--- src/rtl/lp_gate_pkg.sv ---
package lp_gate_pkg;

  // Programmed low-power mode
  typedef enum logic [1:0] {
    LP_OFF   = 2'd0,
    LP_SELF  = 2'd1,
    LP_PDOWN = 2'd2,
    LP_DEEP  = 2'd3
  } lpMode_e;

  // Controller states
  typedef enum logic [2:0] {
    ST_ACTIVE = 3'd0,
    ST_BUSY   = 3'd1,
    ST_SELF   = 3'd2,
    ST_PDOWN  = 3'd3,
    ST_DEEP   = 3'd4,
    ST_WAKE   = 3'd5
  } lpState_e;

  // Strobes from control to datapath
  typedef struct packed {
    logic idleClr;
    logic idleInc;
    logic wakeLoadExit;
    logic wakeLoadOne;
    logic wakeDec;
  } dpStrobe_t;

endpackage

--- src/rtl/lp_gate_dp.sv ---
module lp_gate_dp
  import lp_gate_pkg::*;
#(
  parameter int IDLE_SHORT = 64,
  parameter int IDLE_LONG  = 128,
  parameter int XSR_W      = 4
) (
  input  logic             clk,
  input  logic             rstN,
  input  dpStrobe_t        strobe,
  input  logic [1:0]       cfgMode,
  input  logic [1:0]       cfgTimeout,
  input  logic             devLowPower,
  input  logic [XSR_W-1:0] cfgExitDelay,
  output lpMode_e          effMode,
  output logic             idleHit,
  output logic             wakeZero
);

  localparam int IDLE_W = $clog2(IDLE_LONG + 1);
  localparam logic [IDLE_W-1:0] IDLE_MAX = IDLE_W'(IDLE_LONG);
  localparam logic [IDLE_W-1:0] THR_S    = IDLE_W'(IDLE_SHORT);
  localparam logic [XSR_W-1:0]  ONE_WAKE = XSR_W'(1);

  logic [IDLE_W-1:0] idleCnt;
  logic [IDLE_W-1:0] idleThr;
  logic [XSR_W-1:0]  wakeCnt;

  // Mode decode: deep power-down needs a low-power device
  always_comb begin
    if (cfgMode == 2'd3 && !devLowPower) effMode = LP_OFF;
    else                                 effMode = lpMode_e'(cfgMode);
  end

  // Timeout decode: code 3 behaves as code 0
  always_comb begin
    case (cfgTimeout)
      2'd1:    idleThr = THR_S;
      2'd2:    idleThr = IDLE_MAX;
      default: idleThr = '0;
    endcase
  end

  // Saturating idle counter
  always_ff @(posedge clk) begin
    if (!rstN)                                      idleCnt <= '0;
    else if (strobe.idleClr)                        idleCnt <= '0;
    else if (strobe.idleInc && idleCnt != IDLE_MAX) idleCnt <= idleCnt + 1'b1;
  end

  assign idleHit = (idleCnt >= idleThr);

  // Shared wake-up counter for both exit paths
  always_ff @(posedge clk) begin
    if (!rstN)                                  wakeCnt <= '0;
    else if (strobe.wakeLoadExit)               wakeCnt <= cfgExitDelay;
    else if (strobe.wakeLoadOne)                wakeCnt <= ONE_WAKE;
    else if (strobe.wakeDec && wakeCnt != '0)   wakeCnt <= wakeCnt - 1'b1;
  end

  assign wakeZero = (wakeCnt == '0);

endmodule

--- src/rtl/lp_gate_ctrl.sv ---
module lp_gate_ctrl
  import lp_gate_pkg::*;
(
  input  logic      clk,
  input  logic      rstN,
  input  logic      accReq,
  input  logic      xferDone,
  input  lpMode_e   effMode,
  input  logic      idleHit,
  input  logic      wakeZero,
  output dpStrobe_t strobe,
  output logic      accGrant,
  output logic      cke,
  output logic      clkEn,
  output logic      selfRefReq,
  output logic      pwrDownReq,
  output logic      deepPdReq
);

  lpState_e state, stateNxt;
  logic     entryR, entryNxt;

  always_comb begin
    stateNxt = state;
    entryNxt = 1'b0;
    strobe   = '0;
    accGrant = 1'b0;
    unique case (state)
      ST_ACTIVE: begin
        if (accReq) begin
          accGrant       = 1'b1;
          strobe.idleClr = 1'b1;
          stateNxt       = ST_BUSY;
        end else if (effMode != LP_OFF && idleHit) begin
          strobe.idleClr = 1'b1;
          entryNxt       = 1'b1;
          case (effMode)
            LP_SELF:  stateNxt = ST_SELF;
            LP_PDOWN: stateNxt = ST_PDOWN;
            default:  stateNxt = ST_DEEP;
          endcase
        end else begin
          strobe.idleInc = 1'b1;
        end
      end
      ST_BUSY: begin
        strobe.idleClr = 1'b1;
        if (xferDone) stateNxt = ST_ACTIVE;
      end
      ST_SELF: begin
        strobe.idleClr = 1'b1;
        if (accReq) begin
          strobe.wakeLoadExit = 1'b1;
          stateNxt            = ST_WAKE;
        end
      end
      ST_PDOWN: begin
        strobe.idleClr = 1'b1;
        if (accReq) begin
          strobe.wakeLoadOne = 1'b1;
          stateNxt           = ST_WAKE;
        end
      end
      ST_DEEP: begin
        strobe.idleClr = 1'b1;
        if (effMode != LP_DEEP) begin
          strobe.wakeLoadExit = 1'b1;
          stateNxt            = ST_WAKE;
        end
      end
      ST_WAKE: begin
        strobe.idleClr = 1'b1;
        if (!wakeZero) begin
          strobe.wakeDec = 1'b1;
        end else if (accReq) begin
          accGrant = 1'b1;
          stateNxt = ST_BUSY;
        end else begin
          stateNxt = ST_ACTIVE;
        end
      end
      default: stateNxt = ST_ACTIVE;
    endcase
  end

  always_ff @(posedge clk) begin
    if (!rstN) begin
      state  <= ST_ACTIVE;
      entryR <= 1'b0;
    end else begin
      state  <= stateNxt;
      entryR <= entryNxt;
    end
  end

  assign cke        = !(state == ST_SELF || state == ST_PDOWN || state == ST_DEEP);
  assign clkEn      = !(state == ST_SELF || state == ST_DEEP);
  assign selfRefReq = entryR && (state == ST_SELF);
  assign pwrDownReq = entryR && (state == ST_PDOWN);
  assign deepPdReq  = entryR && (state == ST_DEEP);

endmodule

--- src/rtl/sdram_lp_gate.sv ---
module sdram_lp_gate
  import lp_gate_pkg::*;
#(
  parameter int IDLE_SHORT = 64,
  parameter int IDLE_LONG  = 128,
  parameter int XSR_W      = 4
) (
  input  logic             clk,
  input  logic             rstN,
  input  logic             accReq,
  input  logic             xferDone,
  input  logic [1:0]       cfgMode,
  input  logic [1:0]       cfgTimeout,
  input  logic             devLowPower,
  input  logic [XSR_W-1:0] cfgExitDelay,
  output logic             accGrant,
  output logic             cke,
  output logic             clkEn,
  output logic             selfRefReq,
  output logic             pwrDownReq,
  output logic             deepPdReq
);

  dpStrobe_t strobe;
  lpMode_e   effMode;
  logic      idleHit;
  logic      wakeZero;

  lp_gate_ctrl ctrl_i (
    .clk        (clk),
    .rstN       (rstN),
    .accReq     (accReq),
    .xferDone   (xferDone),
    .effMode    (effMode),
    .idleHit    (idleHit),
    .wakeZero   (wakeZero),
    .strobe     (strobe),
    .accGrant   (accGrant),
    .cke        (cke),
    .clkEn      (clkEn),
    .selfRefReq (selfRefReq),
    .pwrDownReq (pwrDownReq),
    .deepPdReq  (deepPdReq)
  );

  lp_gate_dp #(
    .IDLE_SHORT (IDLE_SHORT),
    .IDLE_LONG  (IDLE_LONG),
    .XSR_W      (XSR_W)
  ) dp_i (
    .clk          (clk),
    .rstN         (rstN),
    .strobe       (strobe),
    .cfgMode      (cfgMode),
    .cfgTimeout   (cfgTimeout),
    .devLowPower  (devLowPower),
    .cfgExitDelay (cfgExitDelay),
    .effMode      (effMode),
    .idleHit      (idleHit),
    .wakeZero     (wakeZero)
  );

endmodule

--- config.mk ---
export PLATFORM = sky130hd
export DESIGN_NAME = sdram_lp_gate
export DESIGN_NICKNAME = d
export VERILOG_FILES = /design/src/rtl/lp_gate_pkg.sv /design/src/rtl/lp_gate_dp.sv /design/src/rtl/lp_gate_ctrl.sv /design/src/rtl/sdram_lp_gate.sv
export SDC_FILE = /design/constraint.sdc
export NUM_CORES = 1
export LEC_CHECK = 0
export ABC_CLOCK_PERIOD_IN_PS = 6300
export BUFFER_PORTS_ARGS = -buffer_cell sky130_fd_sc_hd__buf_4
export CAP_MARGIN = 0
export CORE_UTILIZATION = 45
export DETAILED_ROUTE_END_ITERATION = 16
export GPL_TIMING_DRIVEN = 0
export PLACE_DENSITY_LB_ADDON = 0.2
export SYNTH_ARGS = -nofsm -noshare
export SYNTH_HDL_FRONTEND = slang
export SYNTH_HIERARCHICAL = 1
export SYNTH_SLANG_ARGS = --single-unit
--- constraint.sdc ---
create_clock -name clk -period 6.3 [get_ports clk]
set_input_delay 0.945 -clock clk [delete_from_list [all_inputs] [get_ports clk]]
set_output_delay 0.945 -clock clk [all_outputs]
set_load 0.01 [all_outputs]
==> results by group <==
Status
  – Status: finished, final reports clean

STA
  – Max_slew headroom: 62.6%
  – Worst Max-Slew Pin Slew: 560 ps
  – Post-route clock period utilization: 45.1%
  – FMAX: 0.352 GHz
  – Setup_tns: 0 ps
  – Min Hold Slack: 512 ps
  – RSZ-0062 raised after global routing: no
  – Final setup vio count: 0
  – Period minus WS final: 2840 ps
  – Final Hold Fails: 0
  – Fin Clk Skew: 1.72 ps
  – Final slew viol count: 0

Routing
  – Top sig layer: met4
  – DR iter-0 viols: 27
  – Routed wl met3: 128 um
  – 1st-pass router iterations: 5
  – Met2 WL: 1120 um
  – Routed Antenna Nets: 0
  – Vias: 1,149
  – WL/cell: 12.2 um
  – Via density: 5.72
  – Post-route met1 wirelength: 1190 um
  – Final wirelength: 2450 um
  – Drt drc: 0

Pwr
  – P_leak: 0.000541 uW
  – P per Cell Area: 313 mW/mm^2
  – Max rail drop VDD: 0.176 mV
  – Total Power: 432 uW

Die
  – Die X: 53.0 um
  – Total die area: 0.00281 mm^2
  – FP Rows: 18
  – # IOs: 19
  – Core region area: 0.00248 mm^2
  – Die Ht: 53.0 um
  – Starting density of the core: 47.3%

Global routing
  – GR Util All Layers: 19.5%
  – Remaining Overflow, GRT: 0
  – Initial antenna violation count: 0
  – Largest net degree at the start of global routing: 12
  – Vias in the first global route: 990
  – First-pass GRT wire length: 4130 um

Clocking
  – Clk root buf: clkbuf_4
  – TritonCTS clock tree: done
  – Skew-Pair Late Insertion Delay: 280 ps
  – Bufs on Longest Clock Path: 2
  – Postcts setup bufs: 0
  – # H-tree levels: 1
  – Total clock sinks: 16
  – CTS Buf Count: 3
  – Hold Buf Count CTS: 0
  – Clock slew at reported path FFs: 100 ps
  – Post-cts resize count: 0

Place
  – Routability congestion estimate: 0.760
  – DP Wirelength: 1900 um
  – Area after DPL: 0.00135 mm^2
  – PortBufs: 18

Final layout
  – # diodes: 0
  – Share of layout cells above drive strength 1: 17.0%
  – Final #Nets: 194
  – Synthesis-to-finish area growth: 17.8%
  – Commonest non-fill, non-tap cells in the layout: buf_4, dfxtp_1, nor2_1, nand2_1, inv_1
  – Final instance area: 0.00138 mm^2
  – Fillers: 237
  – Most common cell after layout, fill and taps aside: buf_4

Min path
  – Min-delay worst type: reg -> reg
  – Hold depth: 2

Synthesis
  – #FFs+latches synth: 16
  – Ys flop type: dfxtp_1
  – Post-Syn Instances: 149
  – Post-synth EDFFs: 0
  – Fraction of registers with async set or reset after synthesis: 0%
  – Post-synth cell types: 46
  – Post-synthesis sequential area ratio: 27.3%
  – Syn_nets: 171
  – Mean Syn Cell Area: 7.87 um^2
  – Mapped Area: 0.00117 mm^2
  – Yosys warnings: 6

Worst setup path
  – Crit end category: output pin
  – R2R cell count: 9
  – CP max FO: 5
  – Crit path kind: reg -> out
  – Crit path arrival time: 1890 ps
  – WP data required: 5350 ps
  – Startpoint Class: flop
  – Flop-to-flop setup slack: 4060 ps

Job
  – Max Cap Viol: 0
## cells by family (layout without fill, tap and decap cells)
logic type,after synthesis,after routing,share of synthesized area [%]
DFF,16,16,27.3
muxes,4,4,3.42
and+or+nand+nor,67,67,32.1
xor gates and xnor gates,2,2,1.49
AOI/OAI and AO/OA,35,35,20.9
buffers and inverters,16,38,5.12
adders and majority gates,9,9,9.61
## where the power goes
group / switching, uW / internal [uW] / total [uW] / leakage, uW
logic: 117 / 105 / 222 / 0.000390
clock network: 35.0 / 35.1 / 70.1 / 0.0000210
registers: 20.6 / 119 / 139 / 0.000130
total: 172 / 259 / 432 / 0.000541
## worst max-delay path, cell delays in order (launching register included)
cell and delay [ps]:
dfxtp_1 350, inv_1 100, ha_1 160, or3b_4 400, inv_1 140, nand3_1 90, o21ai_0 80, and3b_1 180
buf_4 120
## synth_stat cells, drive strengths merged, types with 2 or more instances
library cell	n	share of area (%)
and3	2	1.1
mux2i	4	3.4
inv	12	3.8
nor2	13	4.2
a211oi	3	1.9
or4	3	2.2
ha	9	9.6
a2111oi	2	1.5
nor2b	3	1.6
clkbuf	4	1.3
and2	2	1.3
nand2	13	4.2
a21oi	7	3.0
a21boi	4	2.6
a211o	2	1.6
nand2b	5	2.7
nand3	8	3.4
o21ai	6	2.6
nor3	4	1.7
xor2	2	1.5
nand4	2	1.1
a21o	2	1.3
or3	2	1.1
dfxtp	16	27
## through the flow
step           setup WS [ps]  instances  util (%)
2_1_floorplan           3550        149         -
3_3_place_gp            3320        197      54.3
3_5_place_dp            3320        197      54.3
4_1_cts                 3460        201      55.8
5_1_grt                 3310        201      55.8
6_report                3460        201      55.8
## layout make-up
| cell class | instances | area (um^2) | area share [%] |
|---|---|---|---|
| Multi-Input combinational cell | 117 | 792 | 57.3 |
| Sequential cell | 16 | 320 | 23.2 |
| Timing Repair Buffer | 18 | 135 | 9.78 |
| Inverter | 12 | 45.0 | 3.26 |
| Tap cell | 30 | 37.5 | 2.72 |
| Clock buffer | 4 | 36.3 | 2.63 |
| Buffer | 4 | 15.0 | 1.09 |
## layer usage
metal  vias up  track usage, %
li1        584               -
met1       534            26.3
met2        29            31.6
met3         2            2.59
met4         0            6.58
met5         -               0
## final timing paths
check,from,endpoint
worst max-delay path,dp_i/wakeCnt[0],accGrant
worst min-delay path,dp_i/idleCnt[7],dp_i/idleCnt[7]
worst max register to register,dp_i/idleCnt[6],ctrl_i/state[1]
worst min register to register,dp_i/idleCnt[7],dp_i/idleCnt[7]
## flip-flops by register name, summed over array words and instances (netlist names)
name	flops
dp_i/idleCnt	8
dp_i/wakeCnt	4
ctrl_i/state	3
ctrl_i/entryR	1
(Power assumes the default switching activity.)
